File: config.mk
export PLATFORM = sky130hd
export DESIGN_NAME = k2_line_alarm
export DESIGN_NICKNAME = d
export VERILOG_FILES = /design/src/rtl/k2_line_alarm.sv
export SDC_FILE = /design/constraint.sdc
export NUM_CORES = 1
export LEC_CHECK = 0
export BUFFER_PORTS_ARGS = -buffer_cell sky130_fd_sc_hd__buf_2
export CELL_PAD_IN_SITES_DETAIL_PLACEMENT = 0
export CELL_PAD_IN_SITES_GLOBAL_PLACEMENT = 2
export CORE_UTILIZATION = 30
export DETAILED_ROUTE_END_ITERATION = 16
export PLACE_DENSITY_LB_ADDON = 0.1
export SLEW_MARGIN = 20
export SYNTH_ARGS = -nofsm -noshare
export SYNTH_HDL_FRONTEND = slang
export SYNTH_SLANG_ARGS = --single-unit
File: constraint.sdc
create_clock -name clk -period 4.24 [get_ports clk]
set_clock_uncertainty 0.15 [all_clocks]
set_input_delay 0.424 -clock clk [delete_from_list [all_inputs] [get_ports clk]]
set_output_delay 0.424 -clock clk [all_outputs]
set_load 0.01 [all_outputs]
File: src/rtl/k2_line_alarm.sv
module k2_line_alarm #(
  parameter int CNT_W = 4
) (
  input  logic             clk,
  input  logic             rst_n,
  input  logic             frame_stb,
  input  logic [7:0]       k2_byte,
  input  logic [CNT_W-1:0] ais_set_thr,
  input  logic [CNT_W-1:0] ais_clr_thr,
  input  logic [CNT_W-1:0] fef_set_thr,
  input  logic [CNT_W-1:0] fef_clr_thr,
  output logic             line_ais,
  output logic             far_end_fail
);

  localparam int NA = 2;

  logic [NA-1:0]    cond;
  logic [NA-1:0]    alarm;
  logic [CNT_W-1:0] set_thr [NA];
  logic [CNT_W-1:0] clr_thr [NA];

  assign cond[0] = (k2_byte[2:0] == 3'b111);
  assign cond[1] = (k2_byte[2:0] == 3'b110);

  assign set_thr[0] = ais_set_thr;
  assign clr_thr[0] = ais_clr_thr;
  assign set_thr[1] = fef_set_thr;
  assign clr_thr[1] = fef_clr_thr;

  assign line_ais     = alarm[0];
  assign far_end_fail = alarm[1];

  for (genvar i = 0; i < NA; i++) begin : g_alarm
    logic [CNT_W-1:0] cnt;
    logic [CNT_W-1:0] lim;
    logic             hit;
    logic [CNT_W:0]   nxt;

    assign hit = alarm[i] ? ~cond[i] : cond[i];
    assign lim = alarm[i] ? clr_thr[i] : set_thr[i];
    assign nxt = {1'b0, cnt} + 1'b1;

    always_ff @(posedge clk or negedge rst_n) begin
      if (!rst_n) begin
        cnt      <= '0;
        alarm[i] <= 1'b0;
      end else if (frame_stb) begin
        if (!hit) begin
          cnt <= '0;
        end else if (nxt >= {1'b0, lim}) begin
          cnt      <= '0;
          alarm[i] <= ~alarm[i];
        end else begin
          cnt <= nxt[CNT_W-1:0];
        end
      end
    end
  end

endmodule


# == After elaboration in Yosys (flattened, before gate mapping) ==
# Cells that the tools add are included.
# totals
regBits,10
wordCells,24
output_inout_bits,2
# op_classes
add_sub_neg,2
bitwise_logic,4
eq_ne,2
reduce_logical,2
mux,8
n_lt_le_gt_ge,2
# op_table
cell,count
$mux W4,6
$add A4 B1 Y5 const B,2
$ge A5 B4 Y1,2
$eq A3 B3 Y1 const B,2
$reduce_and A3 Y1,2
$not A1 Y1,4
$mux W1,2

# == Logic depth before layout (Yosys ltp) ==
# Gate-level depths: netlist of the first run.
# depth
word_depth,4
ltp_mapped,8

# == Worst setup path before layout of the first run ==
# No wires, ideal clock.
# synth_timing
kind,register to register
from,"register alarm[1], in the netlist far_end_fail"
to,register g_alarm[1].cnt[0]
required_time_ps,4010
stages_incl_launch_ff,9
arrival_time_ps,2185
setup_slack_ps,1825
path_buffers,1
path_cell_list,dfrtp_1 -> clkbuf_1 -> mux2_1 -> ha_1 -> nand2b_1 -> a211o_1 -> a221oi_2 -> nand2_1 -> mux2i_1
# synth_via
elab_chain_len,4
elab_cells_between_ends,5
classes_between,1 x order compare; 4 x mux
# synth_lines
element,line,text
from (decl),19,logic [NA-1:0] alarm;
"from (signal, indexed assignment)",53,alarm[i] <= ~alarm[i];
$mux W4,41,assign lim = alarm[i] ? clr_thr[i] : set_thr[i];
$ge A5 B4 Y1,51,"end else if (nxt >= {1'b0, lim}) begin"
$mux W4,51,
$mux W4 (*),49,if (!hit) begin
to (signal assigned),55,cnt <= nxt[CNT_W-1:0];
to (decl),35,logic [CNT_W-1:0] cnt;
# Every way passes the cells marked *; elsewhere a longest branch is shown, timed or not.
# A chain may end at the register's enable or synchronous reset.

# == Worst setup path after layout of the first run ==
# Same ends and word-level chain as after synthesis.

==> metrics.md, run 1 <==
| Metric | Value |
|---|---|
| Total core area | 2500 µm² |
| Syn-to-layout area delta | 22.8% |
| Setup crit end kind | flop |
| Slew HR | 0.769 |
| RSZ-0062 raised after global routing | false |
| Worst reg2reg setup slack | 1.80 ns |
| Worst-path cell chain | mux2_1, ha_1, nand2b_1, a211o_1, a221oi_2, nand2_1, mux2i_1 |
| Seq/Total Area, Yosys | 0.311 |
| Avg WL per Cell | 11.6 µm |
| Unique masters post-synth | 31 |
| Critical Path Slowest Stage Cell | dfrtp_1 |
| Slew Limit Fails | 0 |
| IO Pins | 29 |
| GRT Total Usage | 0.125 |
| Largest net degree at the start of global routing | 14 |
| Clk sink count | 10 |
| Crit path DAT | 2.48 ns |
| Die Span X | 53.8 µm |
| Root Buffer | clkbuf_4 |
| 1st-pass router iterations | 4 |
| Ys Warns | 0 |
| Layout cell share with drive strength beyond 1 | 0.290 |
| Vias | 658 |
| CP max stage delay | 0.52 ns |
| Design area | 990 µm² |
| Initial Util | 0.322 |
| Detailed Route Iter0 Violations | 11 |
| Critical path class | flop to flop |
| Wire length on met2 | 623 µm |
| Drt via density | 4.80 |
| Area share of the largest cell type after synthesis | 0.311 |
| Crit path max-delay family | compound AO/OA/AOI/OAI gates |
| First-pass GRT wire length | 2560 µm |
| Clock latency on the worst-skew pair | 0.26 ns |
| Leak | 0.494 nW |
| Top cells by area, synth | dfrtp_1 31%, ha_1 16%, mux2i_1 9.9% |
| Max FO, Critical Path | 8 |
| WHS | 0.347 ns |
| Longest Clk Path Bufs | 2 |
| Final net count | 145 |
| Initial antenna violation count | 0 |
| DP Area | 943 µm² |
| Fillcell total | 257 |
| Die Span Y | 53.8 µm |
| Power density over the cells | 377 nW/µm² |
| WL final | 1590 µm |
| Clock period minus final worst setup slack | 2.44 ns |
| Post-route ant nets | 0 |
| Gr ovfl total | 0 |
| CTS H-Tree Depth | 1 |
| Primary FF master, synth | dfrtp_1 |
| DP Wirelength | 1260 µm |
| Post-synthesis area per instance | 9.83 µm² |
| Hold Vio Cnt, Final | 0 |
| CTS tree | done |
| I/O Buffers | 23 |
| Peak Freq | 0.409 GHz |
| CP Buf/Inv Count | 0 |
| Setup TNS | 0 ns |
| DIE AREA | 2900 µm² |
| Final setup violation count | 0 |
| Synth async-reset ratio | 1.00 |
| DR top layer | met3 |
| Clk slew on worst S/H paths | 0.07 ns |
| Mapped Nets | 119 |
| Critical Path RT | 4.28 ns |
| Num rows | 18 |
| Synthesized cell area | 806 µm² |
| Synth area leader | dfrtp_1 |
| DRC | 0 |
| Period utilization | 0.577 |
| Synth Instances | 82 |
| Startpoint Class | flop |
| Worst Hold Class | input port to flop |
| Worst slew pin tran | 0.346 ns |
| Register bit total from synthesis | 10 |
| TritonCTS Buffers | 3 |
| Routability congestion estimate | 0.761 |
| Via count of the first global-routing pass | 584 |
| Status | completed |
| N_diodes | 0 |
| DRT met1 WL | 863 µm |
| Number of max-cap violations | 0 |
| CTS resizes | 0 |
| EDFF count, synth | 0 |
| VDD IR max | 0.155 mV |
| WL met3 | 98 µm |
synth_stat cells, types with 3 or more instances:
| cell type | count |
|---|---|
| dfrtp_1 | 10 |
| ha_1 | 10 |
| mux2i_1 | 8 |
| inv_1 | 6 |
| o21ai_1 | 6 |
| nand3_1 | 5 |
| a21oi_1 | 3 |
| mux2_1 | 3 |
| xnor2_1 | 3 |
per-stage QoR:
step	setup WS [ns]	power, mW	util	std cells
floorplan	1.83	0.251	-	82
global placement	1.80	0.288	0.377	132
detailed placement	1.81	0.292	0.377	132
CTS	1.78	0.381	0.396	137
global route	1.64	0.409	0.396	137
finish	1.80	0.374	0.396	137
worst paths after layout:
kind	startpoint	endpoint	cells after the start
min	frame_stb	g_alarm[0].cnt[3]	2
min in group asynchronous	rst_n	far_end_fail	2
max reg2reg	far_end_fail	g_alarm[1].cnt[0]	7
max	far_end_fail	g_alarm[1].cnt[0]	7
min reg2reg	g_alarm[0].cnt[1]	g_alarm[0].cnt[1]	1
max in group asynchronous	rst_n	g_alarm[1].cnt[2]	2
metal layers:
metal,vias to the layer above,track usage
li1,350,-
met2,20,0.191
met4,0,0.0263
met5,-,0
met1,288,0.167
met3,0,0.0424
what timing repair did:
action | 4_1_cts | 5_1_grt
endpoints found under the hold margin | 10 | 0
hold buffers | 1 | 0
buffers inserted | 0 | 0
state kept, by name, summed over array words and instances, names as in the netlist:
signal / cells
line_ais: 1
g_alarm.cnt: 8
far_end_fail: 1
area by class of cell:
class	instances	area, µm²	area share
timing repair buffer	24	125	0.126
tap	30	37.5	0.0379
clock buffer	4	36.3	0.0367
multi-input combinational	63	518	0.523
inverter	6	22.5	0.0228
sequential	10	250	0.253
cells by family (layout without fill, tap and decap cells):
group	count (synthesis)	in the layout	share of synthesized area
multiplexers	11	11	0.141
buffers and inverters	9	34	0.0466
adder cells (fa/ha/maj)	10	10	0.155
XOR/XNOR	5	5	0.0544
flip-flops	10	10	0.311
AND/OR/NAND/NOR	18	18	0.135
AO/OA/AOI/OAI	19	19	0.157
placed cells by master, fill, tap and decap left out:
cell,netlist,final
nor2_1,2,2
o2bb2ai_1,1,1
nor3b_1,1,1
o211ai_1,1,1
inv_1,6,6
and3_1,1,1
nand3b_1,1,1
buf_2,0,23
mux2_1,3,3
o21ai_1,6,6
o31ai_1,1,1
o21ai_0,2,2
nand2b_1,2,2
xor2_1,2,2
a221oi_2,1,1
clkbuf_8,0,1
or4_4,1,1
dfrtp_1,10,10
a21oi_1,3,3
dlygate4sd3_1,0,1
ha_1,10,10
a31o_1,1,1
o21a_1,1,1
and3_4,1,1
nand3_1,5,5
a21o_1,1,1
mux2i_1,8,8
clkbuf_4,0,3
xnor2_1,3,3
nand2_1,2,2
or2_1,1,1
nand2_2,1,1
a211o_1,1,1
power breakdown:
part | switching, mW | leakage [nW] | internal, mW
clock | 0.0321 | 0.0210 | 0.0521
sequential | 0.0292 | 0.137 | 0.111
combinational | 0.0692 | 0.336 | 0.0797
No activity file was read; power rests on OpenSTA's default activity.
==> run 2, diff against run 1 <==
--- a/config.mk
+++ b/config.mk
@@ -8,7 +8,7 @@
 export BUFFER_PORTS_ARGS = -buffer_cell sky130_fd_sc_hd__buf_2
 export CELL_PAD_IN_SITES_DETAIL_PLACEMENT = 0
 export CELL_PAD_IN_SITES_GLOBAL_PLACEMENT = 2
-export CORE_UTILIZATION = 30
+export CORE_UTILIZATION = 25
 export DETAILED_ROUTE_END_ITERATION = 16
 export PLACE_DENSITY_LB_ADDON = 0.1
 export SLEW_MARGIN = 20
==> constraint.sdc (replaced) <==
create_clock -name clk -period 2.14 [get_ports clk]
set_clock_uncertainty 0.15 [all_clocks]
set_input_delay 0.214 -clock clk [delete_from_list [all_inputs] [get_ports clk]]
set_output_delay 0.214 -clock clk [all_outputs]
set_load 0.01 [all_outputs]
==> run 2 against run 1 <==
Net effect:
- the flow now finishes with violations (setup timing)
- highest routed layer is now met4
- via count grew 12%
- largest power group unchanged
- clock power grew 110%
- count of clock-buffer cells in the layout is the same
- power grew 140%
- critical endpoint is now g_alarm[0].cnt[2]
==> metrics.md, run 2 (synthesis results as in run 1) <==
| Metric | Value |
|---|---|
| DRC | 0 (unchanged) |
| Largest register FFs | 8 (unchanged) |
| DP Area | 1110 µm² (+17%) |
| Period utilization | 1.07 (+0.493) |
| Num rows | 20 (+2) |
| Biggest register | g_alarm.cnt |
| Critical R2R Launch | g_alarm[0].cnt[1] |
| Via count of the first global-routing pass | 706 (+21%) |
| Most common cell after layout, fill and taps aside | buf_2 |
| RSZ-0062 raised after global routing | true |
| Avg WL per Cell | 11.4 µm (-1.4%) |
| Initial antenna violation count | 0 (unchanged) |
| Initial Util | 0.264 (-0.0584) |
| Number of max-cap violations | 0 (unchanged) |
| Routability congestion estimate | 0.711 (-6.6%) |
| CTS tree | done |
| Die Span X | 58.8 µm (+9.2%) |
| IO Pins | 29 (unchanged) |
| Max FO, Critical Path | 5 (-3) |
| Vias | 739 (+12%) |
| DIE AREA | 3450 µm² (+19%) |
| Hold Vio Cnt, Final | 0 (unchanged) |
| Post-route ant nets | 0 (unchanged) |
| TritonCTS Buffers | 3 (unchanged) |
| Leak | 0.602 nW (+22%) |
| Critical path class | flop to flop |
| Failing checks | setup timing |
| Peak Freq | 0.437 GHz (+6.8%) |
| Reg power frac | 0.303 (-0.073) |
| Drt via density | 4.45 (-7.3%) |
| Final net count | 160 (+10%) |
| Design area | 1250 µm² (+26%) |
| CP Launch Point | g_alarm[0].cnt[1] |
| Hold wc startpoint | k2_byte[2] |
| WL final | 1890 µm (+19%) |
| Longest Clk Path Bufs | 2 (unchanged) |
| Clk sink count | 10 (unchanged) |
| Setup WS pre-CTS | -0.226 ns (-2.03 ns) |
| Detailed Route Iter0 Violations | 14 (+3) |
| Worst Hold Class | input port to flop |
| Startpoint Class | flop |
| GRT Total Usage | 0.125 (+0.000730) |
| N_diodes | 0 (unchanged) |
| Critical Path RT | 2.21 ns (-2.07 ns) |
| Net Sw Frac | 0.349 (about the same) |
| I/O Buffers | 23 (unchanged) |
| Clock period minus final worst setup slack | 2.29 ns (-0.155 ns) |
| Final setup violation count | 5 (+5) |
| Total core area | 3050 µm² (+22%) |
| Crit path DAT | 2.36 ns (-0.12 ns) |
| Int Pwr | 591 µW (+140%) |
| Worst slew pin tran | 0.279 ns (-0.0667 ns) |
| Setup ws final | -0.149 ns (-1.94 ns) |
| Post-layout util | 0.409 (+0.0131) |
| Switching Power | 317 µW (+140%) |
| Combinational share of power | 0.504 (+0.106) |
| Power density over the cells | 727 nW/µm² (+93%) |
| CTS H-Tree Depth | 1 (unchanged) |
| First-pass GRT wire length | 3130 µm (+22%) |
| Setup crit end kind | flop |
| Root Buffer | clkbuf_4 |
| Syn-to-layout area delta | 55.0% |
| Clk slew on worst S/H paths | 0.07 ns (about the same) |
| Clock latency on the worst-skew pair | 0.27 ns (about the same) |
| Gr ovfl total | 0 (unchanged) |
| 1st-pass router iterations | 2 (-2) |
| Largest net degree at the start of global routing | 14 (unchanged) |
| Layout cell share with drive strength beyond 1 | 0.549 (+0.259) |
| Status | finished with violations |
| DP Wirelength | 1500 µm (+19%) |
| Slew HR | 0.814 (+0.0445) |
| Die Span Y | 58.8 µm (+9.2%) |
| VDD IR max | 0.287 mV (+85%) |
| Clock power frac | 0.193 (-0.032) |
| Slew Limit Fails | 0 (unchanged) |
| Most frequent cells in the layout | 23 x buf_2, 14 x buf_4, 8 x mux2i_1 |
run 2: area by class of cell:
cell class	instances	area, µm²
tap	44	55.1
inverter	6	22.5
fill	340	1800
multi-input combinational	63	639
clock buffer	4	36.3
timing repair buffer	39	241
sequential	10	254
run 2: timing repair:
item	CTS	global route
cloned	0	0
hold buffers	1	0
hold endpoints to repair	10	0
pin swaps	6	5
endpoints found under the setup margin	9	9
setup buffers	1	3
gates resized for setup	9	4
run 2: critical path, cell delays in order (launching register included):
cell,delay (ns)
dfrtp_2,0.42
nand3_2,0.10
xnor2_2,0.16
ha_1,0.34
a21oi_2,0.14
nand2_2,0.08
or4_4,0.56
nor3b_2,0.18
a21o_1,0.10
run 2: stage by stage:
step           instances  hold slack (ns)  total power, mW  setup TNS [ns]
2_1_floorplan         82           -0.232            0.569          -0.276
3_3_place_gp         157          -0.0576            0.679          -0.672
3_5_place_dp         157          -0.0601            0.684          -0.676
4_1_cts              163            0.135            0.900          -0.428
5_1_grt              166            0.135            0.992           -1.05
6_report             166            0.140            0.908          -0.335
run 2: power groups by stage:
stage                     Sequential [mW]  Combinational, mW  Clock, mW
after CTS                           0.276              0.444      0.180
after global routing                0.282              0.519      0.191
after global placement              0.270              0.409          0
after detailed placement            0.272              0.412          0
after floorplan                     0.269              0.301          0
final                               0.275              0.458      0.175
run 2: worst paths after layout:
kind                                endpoint  depth (start not counted)  slack (ns)
min in group asynchronous  g_alarm[0].cnt[0]                          2        0.18
setup reg to reg           g_alarm[0].cnt[2]                          8       -0.15
hold reg to reg            g_alarm[0].cnt[1]                          1        0.42
setup / recovery           g_alarm[0].cnt[2]                          8       -0.15
max in group asynchronous  g_alarm[0].cnt[1]                          2        1.45
hold / removal                  far_end_fail                          3        0.14
run 2: routing by layer:
metal / GRT usage / wire length, µm
met3: 0.0330 / 65
met2: 0.201 / 883
met1: 0.159 / 920
met4: 0.0510 / 25
met5: 0 / 0
==> run 3, diff against run 2 <==
--- a/config.mk
+++ b/config.mk
@@ -8,7 +8,8 @@
 export BUFFER_PORTS_ARGS = -buffer_cell sky130_fd_sc_hd__buf_2
 export CELL_PAD_IN_SITES_DETAIL_PLACEMENT = 0
 export CELL_PAD_IN_SITES_GLOBAL_PLACEMENT = 2
-export CORE_UTILIZATION = 25
+export CORE_UTILIZATION = 27
+export CTS_BUF_LIST = sky130_fd_sc_hd__clkbuf_4
 export DETAILED_ROUTE_END_ITERATION = 16
 export PLACE_DENSITY_LB_ADDON = 0.1
 export SLEW_MARGIN = 20
==> run 3 against run 2 <==
Net effect:
- the flow still finishes with violations (setup timing)
- die area decreased by 7.1%
- core utilization increased by 4.5 points
- sequential share of layout area decreased by 0.24 points
- combinational power increased by 19%
- highest routed layer unchanged
- critical endpoint unchanged
- clock power decreased by 21%
- critical path type unchanged
==> metrics.md, run 3 (synthesis results as in run 1) <==
| Metric | Value |
|---|---|
| Via count of the first global-routing pass | 680 (-3.7%) |
| Worst Hold Class | input port to flop |
| I/O Buffers | 23 (unchanged) |
| CTS H-Tree Depth | 1 (unchanged) |
| Hold Vio Cnt, Final | 0 (unchanged) |
| Crit path DAT | 2.26 ns (-0.10 ns) |
| 1st-pass router iterations | 4 (+2) |
| Num rows | 19 (-5.0%) |
| DRC | 0 (unchanged) |
| N_diodes | 0 (unchanged) |
| Grt met1 use | 0.195 (+0.0359) |
| Peak Freq | 0.454 GHz (+3.8%) |
| DP Area | 1100 µm² (-0.11%) |
| Final setup violation count | 2 (-3) |
| Number of max-cap violations | 0 (unchanged) |
| IO Pins | 29 (unchanged) |
| Leak | 0.605 nW (+0.52%) |
| Power density over the cells | 754 nW/µm² (+3.6%) |
| Initial Util | 0.290 (+0.0258) |
| VDD IR max | 0.426 mV (+48%) |
| Longest Clk Path Bufs | 2 (unchanged) |
| Startpoint Class | flop |
| Routability congestion estimate | 0.728 (+2.4%) |
| WHS | 0.111 ns (-0.0288 ns) |
| Layout cell share with drive strength beyond 1 | 0.552 (+0.00282) |
| Placed insts | 146 (-7.0%) |
| Avg WL per Cell | 12.2 µm (+6.5%) |
| Die Span X | 56.6 µm (-3.6%) |
| Clk sink count | 10 (unchanged) |
| Status | finished with violations |
| Most common cell after layout, fill and taps aside | buf_2 |
| Period utilization | 1.03 (-0.0395) |
| TritonCTS Buffers | 3 (unchanged) |
| RSZ-0062 raised after global routing | true |
| Worst slew pin tran | 0.283 ns (+0.00343 ns) |
| Die Span Y | 56.6 µm (-3.6%) |
| First-pass GRT wire length | 3100 µm (-1.1%) |
| Design area | 1260 µm² (+1.2%) |
| Grt met3 use | 0.0300 (-0.00301) |
| Detailed Route Iter0 Violations | 5 (-9) |
| Critical path class | flop to flop |
| Clock latency on the worst-skew pair | 0.27 ns (about the same) |
| Total core area | 2780 µm² (-8.9%) |
| Vias | 732 (-0.95%) |
| DP Wirelength | 1470 µm (-1.5%) |
| Drt via density | 4.69 (+5.4%) |
| Post-layout util | 0.454 (+0.0453) |
| Biggest register | g_alarm.cnt |
| Critical Path RT | 2.19 ns (-0.02 ns) |
| DIE AREA | 3210 µm² (-7.1%) |
| Most frequent cells in the layout | 23 x buf_2, 18 x buf_4, 7 x dfrtp_1 |
| Setup ws final | -0.0647 ns (+0.0845 ns) |
| Slew HR | 0.812 (-0.00229) |
| Syn-to-layout area delta | 56.8% |
| Busiest grt layer | met1 |
| WL final | 1900 µm (+0.11%) |
| Setup crit end kind | flop |
| Clock period minus final worst setup slack | 2.20 ns (-0.0845 ns) |
| Largest net degree at the start of global routing | 13 (-1) |
| Global routing met2 resource utilization | 0.178 (-0.0231) |
| Non-Filler Instances | 156 (-6.0%) |
| Final net count | 163 (+1.9%) |
| Gr ovfl total | 0 (unchanged) |
| GRT Total Usage | 0.129 (+0.00376) |
| Setup WS pre-CTS | -0.178 ns (+0.0478 ns) |
| Root Buffer | clkbuf_4 |
| Largest register FFs | 8 (unchanged) |
| Post-route ant nets | 0 (unchanged) |
| Slew Limit Fails | 0 (unchanged) |
| Max FO, Critical Path | 6 (+1) |
| Clk slew on worst S/H paths | 0.08 ns (about the same) |
| Failing checks | setup timing |
| CTS tree | done |
| Initial antenna violation count | 0 (unchanged) |
run 3: cell count changes in the layout (fill, tap and decap cells not counted), sizes merged:
cell    delta
buf        +3
clkbuf     -1
clkinv     +1
run 3: area by class of cell:
class	count	area, µm²
Clock buffer	3	22.5
Clock inverter	1	3.75
Fill cell	279	1520
Inverter	6	22.5
Multi-Input combinational cell	63	662
Sequential cell	10	254
Tap cell	31	38.8
Timing Repair Buffer	42	260
run 3: final timing paths:
kind,slack (ns),end,depth (start not counted),from
max in group asynchronous,1.44,g_alarm[0].cnt[0],2,rst_n
max,-0.06,g_alarm[0].cnt[2],8,line_ais
min reg2reg,0.41,g_alarm[1].cnt[3],2,g_alarm[1].cnt[3]
min,0.11,g_alarm[0].cnt[1],3,frame_stb
min in group asynchronous,0.18,g_alarm[1].cnt[0],2,rst_n
max reg2reg,-0.06,g_alarm[0].cnt[2],8,line_ais
run 3: timing repair:
item                       4_1_cts  5_1_grt
setup endpoints to repair        9        9
pin swaps                        5        6
hold endpoints to repair        10        0
gates resized for setup          6        8
setup buffers                    0        5
hold buffers                     1        0
run 3: worst max-delay path, cell delays in order, from the launching register on:
cell	delay, ns
dfrtp_2	0.47
buf_4	0.16
mux2i_2	0.14
ha_1	0.30
o211ai_1	0.12
a21oi_2	0.07
or4_4	0.47
nor3b_2	0.17
a21o_1	0.10
run 3: metal layers:
| metal | vias to the layer above | share of wire |
|---|---|---|
| met1 | 333 | 0.54 |
| met4 | 0 | 0.0058 |
| li1 | 383 | - |
| met2 | 14 | 0.41 |
| met5 | - | 0 |
| met3 | 2 | 0.041 |
run 3: metrics by stage:
step                setup TNS [ns]  power, mW
floorplan                   -0.276      0.569
global placement            -0.690      0.702
detailed placement          -0.586      0.704
CTS                         -0.250      0.887
global route                -0.705       1.04
finish                      -0.121      0.952
run 3: power by group:
group / internal (mW) / leakage, nW / switching, mW / total [mW]
sequential: 0.224 / 0.133 / 0.0461 / 0.270
combinational: 0.314 / 0.457 / 0.229 / 0.543
clock: 0.0674 / 0.0154 / 0.0717 / 0.139
total: 0.605 / 0.605 / 0.347 / 0.952
